`config.mk`:
```
export PLATFORM = sky130hd
export DESIGN_NAME = xlat_steer
export DESIGN_NICKNAME = d
export VERILOG_FILES = /design/src/rtl/xs_pkg.sv /design/src/rtl/xs_regs.sv /design/src/rtl/xs_seg_check.sv /design/src/rtl/xs_route.sv /design/src/rtl/xlat_steer.sv
export SDC_FILE = /design/constraint.sdc
export NUM_CORES = 1
export LEC_CHECK = 0
export BUFFER_PORTS_ARGS = -buffer_cell sky130_fd_sc_hd__buf_2
export CORE_ASPECT_RATIO = 1.1
export CORE_MARGIN = 2
export CORE_UTILIZATION = 51
export DETAILED_ROUTE_END_ITERATION = 10
export GPL_TIMING_DRIVEN = 0
export PLACE_DENSITY = 0.79
export SKIP_CTS_REPAIR_TIMING = 1
export SLEW_MARGIN = 20
export SYNTH_ARGS = -nofsm -noshare
export SYNTH_HDL_FRONTEND = slang
export SYNTH_SLANG_ARGS = --single-unit
```
`constraint.sdc`:
```
create_clock -name clk -period 2.21 [get_ports clk]
set_input_delay 0.1105 -clock clk [delete_from_list [all_inputs] [get_ports clk]]
set_output_delay 0.1105 -clock clk [all_outputs]
set_load 0.03 [all_outputs]
```
`src/rtl/xs_pkg.sv`:
```
package xs_pkg;
  localparam int UNITS  = 3;
  localparam int U_CODE = 0;
  localparam int U_DATA = 1;
  localparam int U_STK  = 2;

  typedef enum logic [1:0] {
    ST_FETCH = 2'b00,
    ST_DATA  = 2'b01,
    ST_STACK = 2'b10,
    ST_IDLE  = 2'b11
  } bus_stat_e;

  typedef enum logic [1:0] {
    RA_SYS_BRK = 2'd0,
    RA_NRM_BRK = 2'd1,
    RA_CFG     = 2'd2,
    RA_NONE    = 2'd3
  } reg_addr_e;
endpackage

```
`src/rtl/xs_regs.sv`:
```
module xs_regs #(
  parameter int OFS_W   = 16,
  parameter int DATA_W  = 16,
  parameter logic [OFS_W-1:0] BRK_RST = 16'h8000
) (
  input  logic              clk,
  input  logic              rst,
  input  logic              we,
  input  logic [1:0]        addr,
  input  logic [DATA_W-1:0] wdata,
  output logic [OFS_W-1:0]  sys_brk,
  output logic [OFS_W-1:0]  nrm_brk,
  output logic              segusr_en
);
  import xs_pkg::*;

  always_ff @(posedge clk) begin
    if (rst) begin
      sys_brk   <= BRK_RST;
      nrm_brk   <= BRK_RST;
      segusr_en <= 1'b0;
    end else if (we) begin
      case (reg_addr_e'(addr))
        RA_SYS_BRK: sys_brk   <= wdata[OFS_W-1:0];
        RA_NRM_BRK: nrm_brk   <= wdata[OFS_W-1:0];
        RA_CFG:     segusr_en <= wdata[0];
        default: ;
      endcase
    end
  end

  p_sys_write_r2: assert property (@(posedge clk) disable iff (rst)
    (we && addr == 2'd0) |=> (sys_brk == $past(wdata[OFS_W-1:0])));
  p_nrm_write_r2: assert property (@(posedge clk) disable iff (rst)
    (we && addr == 2'd1) |=> (nrm_brk == $past(wdata[OFS_W-1:0])));
  p_none_write_r2: assert property (@(posedge clk) disable iff (rst)
    (we && addr == 2'd3) |=> ($stable(sys_brk) && $stable(nrm_brk) && $stable(segusr_en)));
endmodule

```
`src/rtl/xs_seg_check.sv`:
```
module xs_seg_check #(
  parameter int SEG_W = 7
) (
  input  logic             mode_sys,
  input  logic [SEG_W-1:0] seg,
  input  logic             segusr_en,
  output logic             bad
);
  localparam int LOW_W = SEG_W - 1;

  logic [LOW_W-1:0] seg_low;
  logic             seg_upper;
  logic             reserved;

  always_comb begin
    seg_low   = seg[LOW_W-1:0];
    seg_upper = seg[SEG_W-1];
    reserved  = (seg_low < LOW_W'(2));
    if (mode_sys) bad = 1'b0;
    else          bad = reserved || (seg_upper && !segusr_en);
  end
endmodule

```
`src/rtl/xs_route.sv`:
```
module xs_route #(
  parameter int OFS_W = 16
) (
  input  logic [1:0]                 bus_stat,
  input  logic                       mode_sys,
  input  logic [OFS_W-1:0]           offset,
  input  logic [OFS_W-1:0]           sys_brk,
  input  logic [OFS_W-1:0]           nrm_brk,
  input  logic                       bad,
  output logic [xs_pkg::UNITS-1:0]   sel_nx,
  output logic                       act_nx,
  output logic                       viol_nx
);
  import xs_pkg::*;

  logic [OFS_W-1:0] brk;
  logic             at_or_above;

  always_comb begin
    brk         = mode_sys ? sys_brk : nrm_brk;
    at_or_above = (offset >= brk);
    sel_nx      = '0;
    act_nx      = 1'b0;
    viol_nx     = 1'b0;
    if (bus_stat_e'(bus_stat) != ST_IDLE) begin
      act_nx = 1'b1;
      if (bad) begin
        viol_nx = 1'b1;
      end else if (bus_stat_e'(bus_stat) == ST_FETCH) begin
        sel_nx[U_CODE] = 1'b1;
      end else if (at_or_above) begin
        sel_nx[U_STK] = 1'b1;
      end else begin
        sel_nx[U_DATA] = 1'b1;
      end
    end
  end
endmodule

```
`src/rtl/xlat_steer.sv`:
```
module xlat_steer #(
  parameter int OFS_W  = 16,
  parameter int SEG_W  = 7,
  parameter int DATA_W = 16,
  parameter logic [OFS_W-1:0] BRK_RST = 16'h8000
) (
  input  logic              clk,
  input  logic              rst,
  input  logic              mode_sys,
  input  logic [1:0]        bus_stat,
  input  logic [OFS_W-1:0]  offset,
  input  logic [SEG_W-1:0]  seg,
  input  logic              reg_we,
  input  logic [1:0]        reg_addr,
  input  logic [DATA_W-1:0] reg_wdata,
  output logic [2:0]        sel,
  output logic              sel_sys,
  output logic              viol,
  output logic              acc_valid
);
  import xs_pkg::*;

  localparam int HALF = 1 << (SEG_W - 1);

  logic [OFS_W-1:0] sys_brk, nrm_brk;
  logic             segusr_en;
  logic             bad;
  logic [UNITS-1:0] sel_nx;
  logic             act_nx, viol_nx;

  xs_regs #(.OFS_W(OFS_W), .DATA_W(DATA_W), .BRK_RST(BRK_RST)) u_regs (
    .clk(clk), .rst(rst), .we(reg_we), .addr(reg_addr), .wdata(reg_wdata),
    .sys_brk(sys_brk), .nrm_brk(nrm_brk), .segusr_en(segusr_en)
  );

  xs_seg_check #(.SEG_W(SEG_W)) u_seg (
    .mode_sys(mode_sys), .seg(seg), .segusr_en(segusr_en), .bad(bad)
  );

  xs_route #(.OFS_W(OFS_W)) u_route (
    .bus_stat(bus_stat), .mode_sys(mode_sys), .offset(offset),
    .sys_brk(sys_brk), .nrm_brk(nrm_brk), .bad(bad),
    .sel_nx(sel_nx), .act_nx(act_nx), .viol_nx(viol_nx)
  );

  always_ff @(posedge clk) begin
    if (rst) begin
      sel       <= '0;
      sel_sys   <= 1'b0;
      viol      <= 1'b0;
      acc_valid <= 1'b0;
    end else begin
      sel       <= sel_nx;
      sel_sys   <= act_nx & mode_sys;
      viol      <= viol_nx;
      acc_valid <= act_nx;
    end
  end

  p_sel_onehot_r12: assert property (@(posedge clk) disable iff (rst)
    $onehot0(sel));
  p_viol_nosel_r9: assert property (@(posedge clk) disable iff (rst)
    viol |-> (sel == 3'b000 && acc_valid));
  p_idle_quiet_r3: assert property (@(posedge clk) disable iff (rst)
    (bus_stat == 2'b11) |=> (!acc_valid && sel == 3'b000 && !viol));
  p_sys_fetch_code_r4: assert property (@(posedge clk) disable iff (rst)
    (mode_sys && bus_stat == 2'b00) |=> (sel == 3'b001 && !viol));
  p_sys_noviol_r7: assert property (@(posedge clk) disable iff (rst)
    (mode_sys && bus_stat != 2'b11) |=> (!viol && sel_sys && acc_valid));
  p_user_reserved_r9: assert property (@(posedge clk) disable iff (rst)
    (!mode_sys && bus_stat != 2'b11 &&
     (seg == 0 || seg == 1 || seg == HALF || seg == HALF + 1)) |=> (viol && !sel_sys));
endmodule

```
==> qor.csv <==
stage;metric;value;unit
run_status;status;completed;
global_routing;gr ovfl total;0;
power_and_ir_drop;Seq pwr share;52.0;%
power_and_ir_drop;P_int;1.07;mW
route;First-pass DRT Iterations;4;
die;Die Area;4190;µm²
global_routing;Global Route met2 Usage;35.9;%
finish;commonest non-fill, non-tap cell in the layout;nand2_1;
setup_path;Critical Path RT;2.44;ns
logic_synthesis;register bit count reported by yosys;39;
die;chip width;61.9;µm
setup_path;Worst setup SP type;register;
power_and_ir_drop;Static Leakage;1.01;nW
global_routing;pin count of the biggest net entering global routing;12;
clocking;CTS tree;yes;
logic_synthesis;Synth area leaders;dfxtp_1 41%, nand2_1 14%, a21oi_1 11%, ha_1 11%, mux2i_1 8.5%;
timing;crit path time final;1.85;ns
logic_synthesis;mux cell area share after synthesis;9.10;%
timing;Max-slew headroom;67.2;%
route;DR iter-0 viols;73;
logic_synthesis;Yosys cell types;28;
clocking;H-tree depth;2;
worst_hold_path;min-delay src;bus_stat[0];
logic_synthesis;cell taking the most area after synthesis;dfxtp_1;
placement;post-place instance area;2190;µm²
power_and_ir_drop;Psw;358;µW
timing;FMAX;540;MHz
power_and_ir_drop;Comb pwr share;14.7;%
timing;Slew @ Worst Pin;0.492;ns
logic_synthesis;post-synth net total;287;
finish;area grow syn2layout;21.0;%
die;row count;23;
timing;Finish-stage setup viols;0;
global_routing;initial antenna violation count;0;
power_and_ir_drop;switch share;25.1;%
timing;Final Max Tran Viols;0;
power_and_ir_drop;clock power share;33.4;%
timing;RSZ-0062 raised after global routing;no;
logic_synthesis;area share of the largest cell type after synthesis;41.5;%
power_and_ir_drop;Peak VDD IR;0.431;mV
setup_path;Worst R2R Setup Slack;0.36;ns
placement;post-DP HPWL;3.03;mm
setup_path;Setup crit end;sel[1]$_SDFF_PP0_;
route;Avg Vias per Cell;5.01;
logic_synthesis;simple-gate share of the synthesized area;21.2;%
logic_synthesis;Synth Area in XOR/XNOR;0;%
timing;fin crit share;83.8;%
route;DRT Wirelength;3.99;mm
logic_synthesis;area fraction in compound gates after synthesis;13.6;%
placement;Buffers on Ports;49;
die;Top Ports;53;
flow_run;MaxCap Viol Count;0;
clocking;CTS max path bufs;2;
setup_path;Max FO, Critical Path;2;
clocking;CTS buffer count;5;
placement;setup slack after placement;0.121;ns
worst_hold_path;worst hold path type;primary input to register;
timing;final worst slack;0.359;ns
clocking;CTS clock-pin slew for the worst setup and hold paths;0.07;ns
logic_synthesis;Adder-Cell Fraction of Synth Area;10.6;%
die;Initial Util;52.3;%
global_routing;first-pass GRT wire length;6.18;mm
timing;Fin. Hold Viols;0;
finish;nets;343;
setup_path;RR Startpoint;u_regs.nrm_brk[0]$_SDFFE_PP0P_;
logic_synthesis;yosys warns;0;
setup_path;critical path type;register to register;
route;drt drc;0;
timing;Clock Skew;0.00286;ns
timing;setup_tns;0;ns
placement;RD Place Congestion;0.763;
clocking;Root Driver;clkbuf_8;
clocking;# clock sinks;39;
logic_synthesis;average size of a mapped cell;8.41;µm²
finish;n_diodes;0;
route;via count;1652;
logic_synthesis;Mapped Area;1880;µm²
setup_path;worst-case reg-to-reg path depth;6;
finish;commonest cells after routing, fill and taps aside;68 x nand2_1, 54 x buf_2, 40 x a21oi_1;
route;Final ANT Viol Nets;0;
logic_synthesis;synthesized instance count;224;
global_routing;Global Route met1 Usage;23.8;%
finish;share of cells above drive strength 1;23.9;%
setup_path;CP Data Arrival Time;2.08;ns
global_routing;GR Util met3;5.17;%
power_and_ir_drop;power density over the cells;625;nW/µm²
logic_synthesis;sequential-to-total area share from yosys stat;41.5;%
global_routing;gr usage total;20.5;%
finish;Finished Cell Area;2280;µm²
logic_synthesis;largest family of logic cells by synthesized area;simple AND/OR/NAND/NOR gates;
global_routing;vias in the first global route;1449;
global_routing;grt peak-use layer;met2;
die;die height;67.7;µm
setup_path;crit path from;u_regs.nrm_brk[0]$_SDFFE_PP0P_;
die;core area;3600;µm²
setup_path;crit end category;register;
clocking;Clk Latency, worst-skew pair;0.28;ns
route;post-DR wirelength/cell;12.1;µm
setup_path;RR Endpoint;sel[1]$_SDFF_PP0_;
area by class of cell:
type,count,area (µm²)
Fill cell,324,1320
Multi-Input combinational cell,170,1030
Sequential cell,39,781
Timing Repair Buffer,49,245
Clock buffer,6,82.6
Buffer,12,63.8
Tap cell,50,62.6
Inverter,3,11.3
Clock inverter,1,5.00
flip-flops by register name, indices dropped and copies added (netlist names):
name              cells
acc_valid             1
sel                   3
sel_sys               1
u_regs.nrm_brk       16
u_regs.segusr_en      1
u_regs.sys_brk       16
viol                  1
cells by family after synthesis:
logic type      Yosys count
buf+inv                  15
simple gates             89
compound gates           48
flops                    39
fa+ha+maj                16
mux                      17
Yosys cell counts:
cell type	instances
nor2_1	5
o21ai_0	4
mux2i_1	16
or3b_1	1
inv_1	3
a2111o_1	1
nor3b_2	1
a21oi_1	40
nand2b_4	1
buf_4	1
and3b_1	2
mux2_2	1
and2_1	2
nor4_1	1
buf_2	5
nor2b_1	1
dfxtp_1	39
a32oi_1	1
nand3b_1	4
nand4_1	2
clkbuf_2	1
ha_1	16
a211oi_1	1
clkbuf_1	4
nor3_1	1
buf_6	1
nand2_1	68
o221ai_1	1
worst min path at each step:
stage | to | slack [ns] | cells past startpoint
finish | sel[0]$_SDFF_PP0_ | 0.02 | 2
global route | sel[0]$_SDFF_PP0_ | 0.01 | 2
CTS | sel[0]$_SDFF_PP0_ | 0.009 | 2
detailed placement | sel[0]$_SDFF_PP0_ | 0.31 | 2
global placement | sel[0]$_SDFF_PP0_ | 0.31 | 2
floorplan | sel[0]$_SDFF_PP0_ | 0.19 | 1
per-layer routing:
layer	vias to the layer above	share of wire (%)
li1	879	-
met1	724	42
met2	45	53
met3	4	4.6
met4	0	1.1
met5	-	0
stage by stage:
stage / instances / power [mW] / hold WS (ns) / utilization, %
finish: 330 / 1.42 / 0.0201 / 63.3
CTS: 330 / 1.44 / 0.00895 / 63.3
detailed placement: 323 / 0.967 / 0.313 / 60.9
global placement: 323 / 0.962 / 0.314 / 60.9
floorplan: 224 / 0.883 / 0.189 / -
global route: 330 / 1.50 / 0.00971 / 63.3
power groups by stage:
stage	Sequential (mW)	Combinational, mW	Clock, mW
after global routing	0.744	0.236	0.519
after floorplan	0.767	0.116	0
final	0.740	0.209	0.476
after global placement	0.756	0.207	0
after detailed placement	0.757	0.210	0
after CTS	0.740	0.211	0.484
critical path: stages (launching register included):
cell and delay, ns:
dfxtp_1 0.31, mux2_2 0.26, ha_1 0.27, nand2b_4 0.14, a2111o_1 0.41, a32oi_1 0.24, and3b_1 0.18
Note: power is estimated with default switching activity, not from simulation.
